<file path="config.mk">
export PLATFORM = sky130hd
export DESIGN_NAME = pport_intr_gen
export DESIGN_NICKNAME = d
export VERILOG_FILES = /design/src/rtl/pport_intr_gen.sv
export SDC_FILE = /design/constraint.sdc
export NUM_CORES = 1
export LEC_CHECK = 0
export BUFFER_PORTS_ARGS = -buffer_cell sky130_fd_sc_hd__clkbuf_2
export CAP_MARGIN = 10
export CORE_MARGIN = 2
export CORE_UTILIZATION = 40
export CTS_BUF_LIST = sky130_fd_sc_hd__clkbuf_2 sky130_fd_sc_hd__clkbuf_4 sky130_fd_sc_hd__clkbuf_8
export CTS_CLUSTER_DIAMETER = 200
export CTS_CLUSTER_SIZE = 20
export DETAILED_ROUTE_END_ITERATION = 7
export PLACE_DENSITY = 0.65
export RECOVER_POWER = 50
export SLEW_MARGIN = 0
export SYNTH_ARGS = -nofsm -noshare
export SYNTH_HDL_FRONTEND = slang
export SYNTH_SLANG_ARGS = --single-unit
</file>
<file path="constraint.sdc">
create_clock -name clk -period 2.2 [get_ports clk]
set_input_delay 0 -clock clk [delete_from_list [all_inputs] [get_ports clk]]
set_output_delay 0 -clock clk [all_outputs]
set_load 0.05 [all_outputs]
</file>
<file path="src/rtl/pport_intr_gen.sv">
module pport_intr_gen #(
  parameter int DEPTH = 16,
  parameter int THR_W = 4,
  localparam int CNT_W = $clog2(DEPTH + 1)
) (
  input  logic             clk,
  input  logic             rst_n,
  input  logic             svc_mask,
  input  logic             dma_en,
  input  logic             dir_rd,
  input  logic             err_en_n,
  input  logic             ack_en,
  input  logic [CNT_W-1:0] fifo_cnt,
  input  logic [THR_W-1:0] thr_code,
  input  logic             dma_tc,
  input  logic             fault_n,
  input  logic             ack_n,
  output logic             irq,
  output logic             svc_set
);

  logic [1:0] fault_sync, ack_sync;
  logic       ack_q;
  logic       thr_cond_q, err_cond_q;

  logic [CNT_W-1:0] free_cnt, thr_val;
  logic             thr_cond, err_cond, tc_hit, thr_rise, err_rise, ack_rise;

  assign free_cnt = CNT_W'(DEPTH) - fifo_cnt;
  assign thr_val  = CNT_W'(thr_code) + CNT_W'(1);

  assign thr_cond = !svc_mask && !dma_en &&
                    (dir_rd ? (fifo_cnt >= thr_val) : (free_cnt >= thr_val));
  assign tc_hit   = dma_tc && !svc_mask && dma_en;
  assign err_cond = !err_en_n && !fault_sync[1];

  assign thr_rise = thr_cond && !thr_cond_q;
  assign err_rise = err_cond && !err_cond_q;
  assign ack_rise = ack_en && ack_sync[1] && !ack_q;

  always_ff @(posedge clk) begin
    if (!rst_n) begin
      fault_sync <= 2'b11;
      ack_sync   <= 2'b11;
      ack_q      <= 1'b1;
      thr_cond_q <= 1'b0;
      err_cond_q <= 1'b0;
      irq        <= 1'b0;
      svc_set    <= 1'b0;
    end else begin
      fault_sync <= {fault_sync[0], fault_n};
      ack_sync   <= {ack_sync[0], ack_n};
      ack_q      <= ack_sync[1];
      thr_cond_q <= thr_cond;
      err_cond_q <= err_cond;
      irq        <= tc_hit || thr_rise || err_rise || ack_rise;
      svc_set    <= tc_hit;
    end
  end

endmodule


</file>
# After elaboration in Yosys (flattened, before gate mapping)
# Cells that the tools add are included.
[op_classes]
add_sub_neg = 2
n_lt_le_gt_ge = 2
mux = 1
reduce_logical = 19
[ops]
columns = ["cell", "n"]
rows = [
  ["5-bit greater-or-equal comparator", 2],
  ["1-bit logical AND", 9],
  ["1-bit logical NOT", 7],
  ["4-bit by 1-bit adder with 5-bit output (second input constant)", 1],
  ["5-bit subtractor (first input constant)", 1],
  ["1-bit logical OR", 3],
  ["1-bit 2-to-1 mux", 1],
]
[word_totals]
regBits = 9
in_bits = 19
output_inout_bits = 2

# Logic depth before layout (Yosys ltp)
[logic_depth]
depth_word = 8
depth_mapped = 8
mapped_depth_nobuf = 8

# Least setup slack after synthesis
# No wires, ideal clock.
[synth_timing]
kind = "input port to flip-flop"
start = "input port thr_code[0]"
end = "register irq"
setup_ps = 127
arrival_ps = 1333
slack_ps = 740
cell_stages = 7
path_buffers = 0
path_cell_list = "ha_1 -> inv_1 -> ha_1 -> a21o_1 -> maj3_1 -> a22oi_1 -> o31ai_1"
[synth_between]
elab_chain_len = 8
[synth_lines]
columns = ["element", "line_no", "text"]
rows = [
  ["start: declaration", "14", "input logic [THR_W-1:0] thr_code,"],
  ["4-bit by 1-bit adder with 5-bit output *", "30", "assign thr_val = CNT_W'(thr_code) + CNT_W'(1);"],
  ["5-bit greater-or-equal comparator", "33", "(dir_rd ? (fifo_cnt >= thr_val) : (free_cnt >= thr_val));"],
  ["1-bit 2-to-1 mux *", "33", ""],
  ["1-bit logical AND *", "32", "assign thr_cond = !svc_mask && !dma_en &&"],
  ["1-bit logical AND *", "37", "assign thr_rise = thr_cond && !thr_cond_q;"],
  ["1-bit logical OR * (3 in a row)", "56", "irq <= tc_hit || thr_rise || err_rise || ack_rise;"],
  ["end signal: assignment", "56", ""],
  ["end: declaration", "18", "output logic irq,"],
]
# Mark *: on every way between the ends. The rest lies on a longest branch, timed or not.
# A chain may end at the register's enable or synchronous reset.

==> flow_metrics.py <==
metrics = {
    "run_status": {
        "status": "completed",
    },
    "clocking": {
        "cts_tree": "done",
        "htree_levels": 1,
        "clk_latency_ps": 250,
        "postCtsSetupBuffers": 0,
        "cts_resized": 0,
        "cts_sinks": 9,
        "cts_buffers": 3,
        "clk_path_buf_depth": 2,
        "clk_pin_slew_ps": 60,
        "cts-root-buf": "clkbuf_4",
        "postCtsHoldBufs": 5,
    },
    "synth": {
        "syn_avg_cell_area_um2": 9.362,
        "netlist_instances": 58,
        "netlist_top_cells_area": "dfxtp_1 33%, ha_1 16%, nand2b_1 6.9%, xnor2_1 6.5%, inv_1 4.1%",
        "ys_seq_area_share_pct": 33.18,
        "yosysWarnings": 0,
        "syn_nets": 84,
        "synth_top_area_share_pct": 33.18,
        "ys_seq_elements": 9,
        "synth.distinct_cells": 25,
        "synth_area_leader_cell": "dfxtp_1",
        "synth_area_um2": 543.0,
    },
    "sta": {
        "slew_headroom_pct": 61.15,
        "fmax_mhz": 678.0,
        "setup_viol": 0,
        "slew_viol_final": 0,
        "layout_setup_ws_ps": 725.0,
        "tightest_slew_ps": 585.3,
        "tns_ps": 0,
        "clock_skew_ps": 0.1294,
        "rsz0062_at_grt": "false",
        "hold_violations": 0,
        "post-route-period-util_pct": 67.04,
        "fin_crit_ps": 1475,
    },
    "global_route": {
        "grt_pass1_vias": 444,
        "overflow": 0,
        "grt_max_degree": 9,
        "track_usage_pct": 15.64,
        "grt_pass1_wl_mm": 1.676,
        "antenna_found_initial": 0,
    },
    "pwr": {
        "vdd_ir_drop_max_mv": 0.6418,
        "p_leak_nw": 0.3565,
        "p_sw_mw": 0.1053,
        "p_per_area_nw_per_um2": 550.0,
        "pwr-share-clk_pct": 33.2,
        "power_frac_seq_pct": 42.3,
        "switching_share_pct": 25.88,
        "p_int_mw": 0.3014,
        "p_comb_share_pct": 24.4,
    },
    "die": {
        "core_area_um2": 1285,
        "initial_core_util_pct": 42.26,
        "dieArea_um2": 1668,
        "rows": 13,
        "die-height_um": 40.85,
        "die_w_um": 40.85,
        "io_pins": 21,
    },
    "drt": {
        "wl_per_cell_um": 9.784,
        "drtIter0Drc": 5,
        "drc": 0,
        "totalWireLength_um": 998,
        "dr.pass1.iters": 3,
        "viasPerCell": 4.784,
        "vias": 488,
        "ant_nets": 0,
    },
    "placement": {
        "hpwl_um": 798.5,
        "gp_congestion": 0.6869,
        "placed_cell_area_um2": 661.9,
        "pre_cts_ws_ps": 539.7,
        "port-buffer-count": 20,
        "dp.cells": 93,
    },
    "min_path": {
        "min_to": "svc_set",
        "min_from": "dma_tc",
        "hold_depth": 2,
        "hold_class": "in -> reg",
    },
    "critical_path": {
        "cp.arrival_ps": 1640,
        "crit_path_start_kind": "primary input",
        "worstPathRequired_ps": 2360,
        "rrSetupSlack_ps": 1240,
        "rr_worst_depth": 3,
        "r2r_end": "irq",
        "worstPathMaxFanout": 8,
        "r2r_start": "ack_q",
        "critPathKind": "in -> reg",
        "crit_path_end_kind": "flop",
    },
    "finish": {
        "final_layout_size_suffix_gt1_share_pct": 27.59,
        "finalNetCount": 114,
        "area_growth_pct": 36.18,
        "fillers": 135,
        "stdcell_area_um2": 739.5,
        "finalNonFillerCells": 102,
        "antenna_cells": 0,
        "utilization_pct": 57.55,
    },
    "flow_run": {
        "max_cap_viol_count": 0,
    },
}
## registers in the layout, summed over array words and instances, names as in the netlist
register	flops
ack_sync	2
svc_set	1
err_cond_q	1
irq	1
fault_sync	2
thr_cond_q	1
ack_q	1
## metrics by stage
step	hold WS [ps]	total power [mW]
2_1_floorplan	73.04	0.2361
3_3_place_gp	181.3	0.2670
3_5_place_dp	184.2	0.2694
4_1_cts	4.671	0.4103
5_1_grt	9.518	0.4329
6_report	3.900	0.4067
## cell type report
cell class | count | area [µm²] | share of cell area, %
Inverter | 6 | 22.52 | 3.046
Tap cell | 15 | 18.77 | 2.538
Sequential cell | 9 | 180.2 | 24.37
Multi-Input combinational cell | 43 | 340.3 | 46.02
Clock buffer | 4 | 30.03 | 4.061
Timing Repair Buffer | 25 | 147.6 | 19.97
## power by group through the flow
stage / combinational (mW) / clock [mW] / sequential (mW)
finish: 0.0993 / 0.135 / 0.172
global route: 0.113 / 0.147 / 0.173
CTS: 0.101 / 0.137 / 0.172
detailed placement: 0.0934 / 0 / 0.176
global placement: 0.0914 / 0 / 0.176
floorplan: 0.0524 / 0 / 0.184
## how the worst max path moves through the flow
stage	end	start	cells past startpoint	slack (ps)
2_1_floorplan	irq	thr_code[0]	7	740
3_5_place_dp	irq	thr_code[0]	8	540
4_1_cts	irq	thr_code[0]	8	800
6_report	irq	rst_n	7	730
5_1_grt	irq	rst_n	7	490
3_3_place_gp	irq	thr_code[0]	8	570
## critical path: stages
cell and delay, ps:
dlygate4sd3_1 530, clkbuf_1 260, nor2b_1 190, nor2b_1 200, o211a_1 170, a22oi_1 90
o31ai_1 210
## per-layer routing
| layer | global-route usage [%] | up-vias | wire, µm |
|---|---|---|---|
| met4 | 2.500 | 0 | 0 |
| met2 | 27.73 | 11 | 529 |
| met1 | 16.39 | 215 | 417 |
| met5 | 0 | - | 0 |
| li1 | - | 262 | - |
| met3 | 8.152 | 0 | 51 |
## placed cells by master (no fill, tap or decap)
| master | Yosys | layout |
|---|---|---|
| ha_1 | 7 | 7 |
| dlygate4sd3_1 | 0 | 5 |
| xor2_1 | 1 | 1 |
| a21oi_1 | 1 | 1 |
| nor2_1 | 3 | 3 |
| a211oi_1 | 1 | 1 |
| nor2b_1 | 2 | 2 |
| a311o_1 | 2 | 2 |
| o21a_1 | 1 | 1 |
| nand2_1 | 2 | 2 |
| o21ai_0 | 1 | 1 |
| o211a_1 | 1 | 1 |
| o31ai_1 | 1 | 1 |
| a21o_1 | 1 | 1 |
| nor3b_1 | 1 | 1 |
| nor3_2 | 1 | 1 |
| clkbuf_4 | 0 | 4 |
| and3_1 | 1 | 1 |
| clkbuf_2 | 0 | 18 |
| a21oi_2 | 1 | 1 |
| inv_1 | 6 | 6 |
| a22oi_1 | 1 | 1 |
| xnor2_1 | 4 | 4 |
| nand2b_1 | 6 | 6 |
| maj3_1 | 1 | 1 |
| and4b_1 | 1 | 1 |
| nand3_1 | 2 | 2 |
| dfxtp_1 | 9 | 9 |
| clkbuf_1 | 0 | 2 |
## cell families after synthesis
logic type / after synthesis / synth area share (%)
XOR/XNOR: 5 / 8.064
AND/OR/NAND/NOR: 19 / 20.74
adder cells (fa/ha/maj): 8 / 17.97
AO/OA/AOI/OAI: 11 / 15.90
flip-flops: 9 / 33.18
buffers and inverters: 6 / 4.147
## synth_stat cells
cell      number
o31ai_1        1
a211oi_1       1
dfxtp_1        9
nor3_2         1
o21a_1         1
nand3_1        2
nor2_1         3
maj3_1         1
nand2b_1       6
ha_1           7
o21ai_0        1
a22oi_1        1
nand2_1        2
and3_1         1
a21o_1         1
nor2b_1        2
o211a_1        1
inv_1          6
a21oi_2        1
xnor2_1        4
nor3b_1        1
a311o_1        2
and4b_1        1
a21oi_1        1
xor2_1         1
Note: power is estimated with default switching activity, not from simulation.
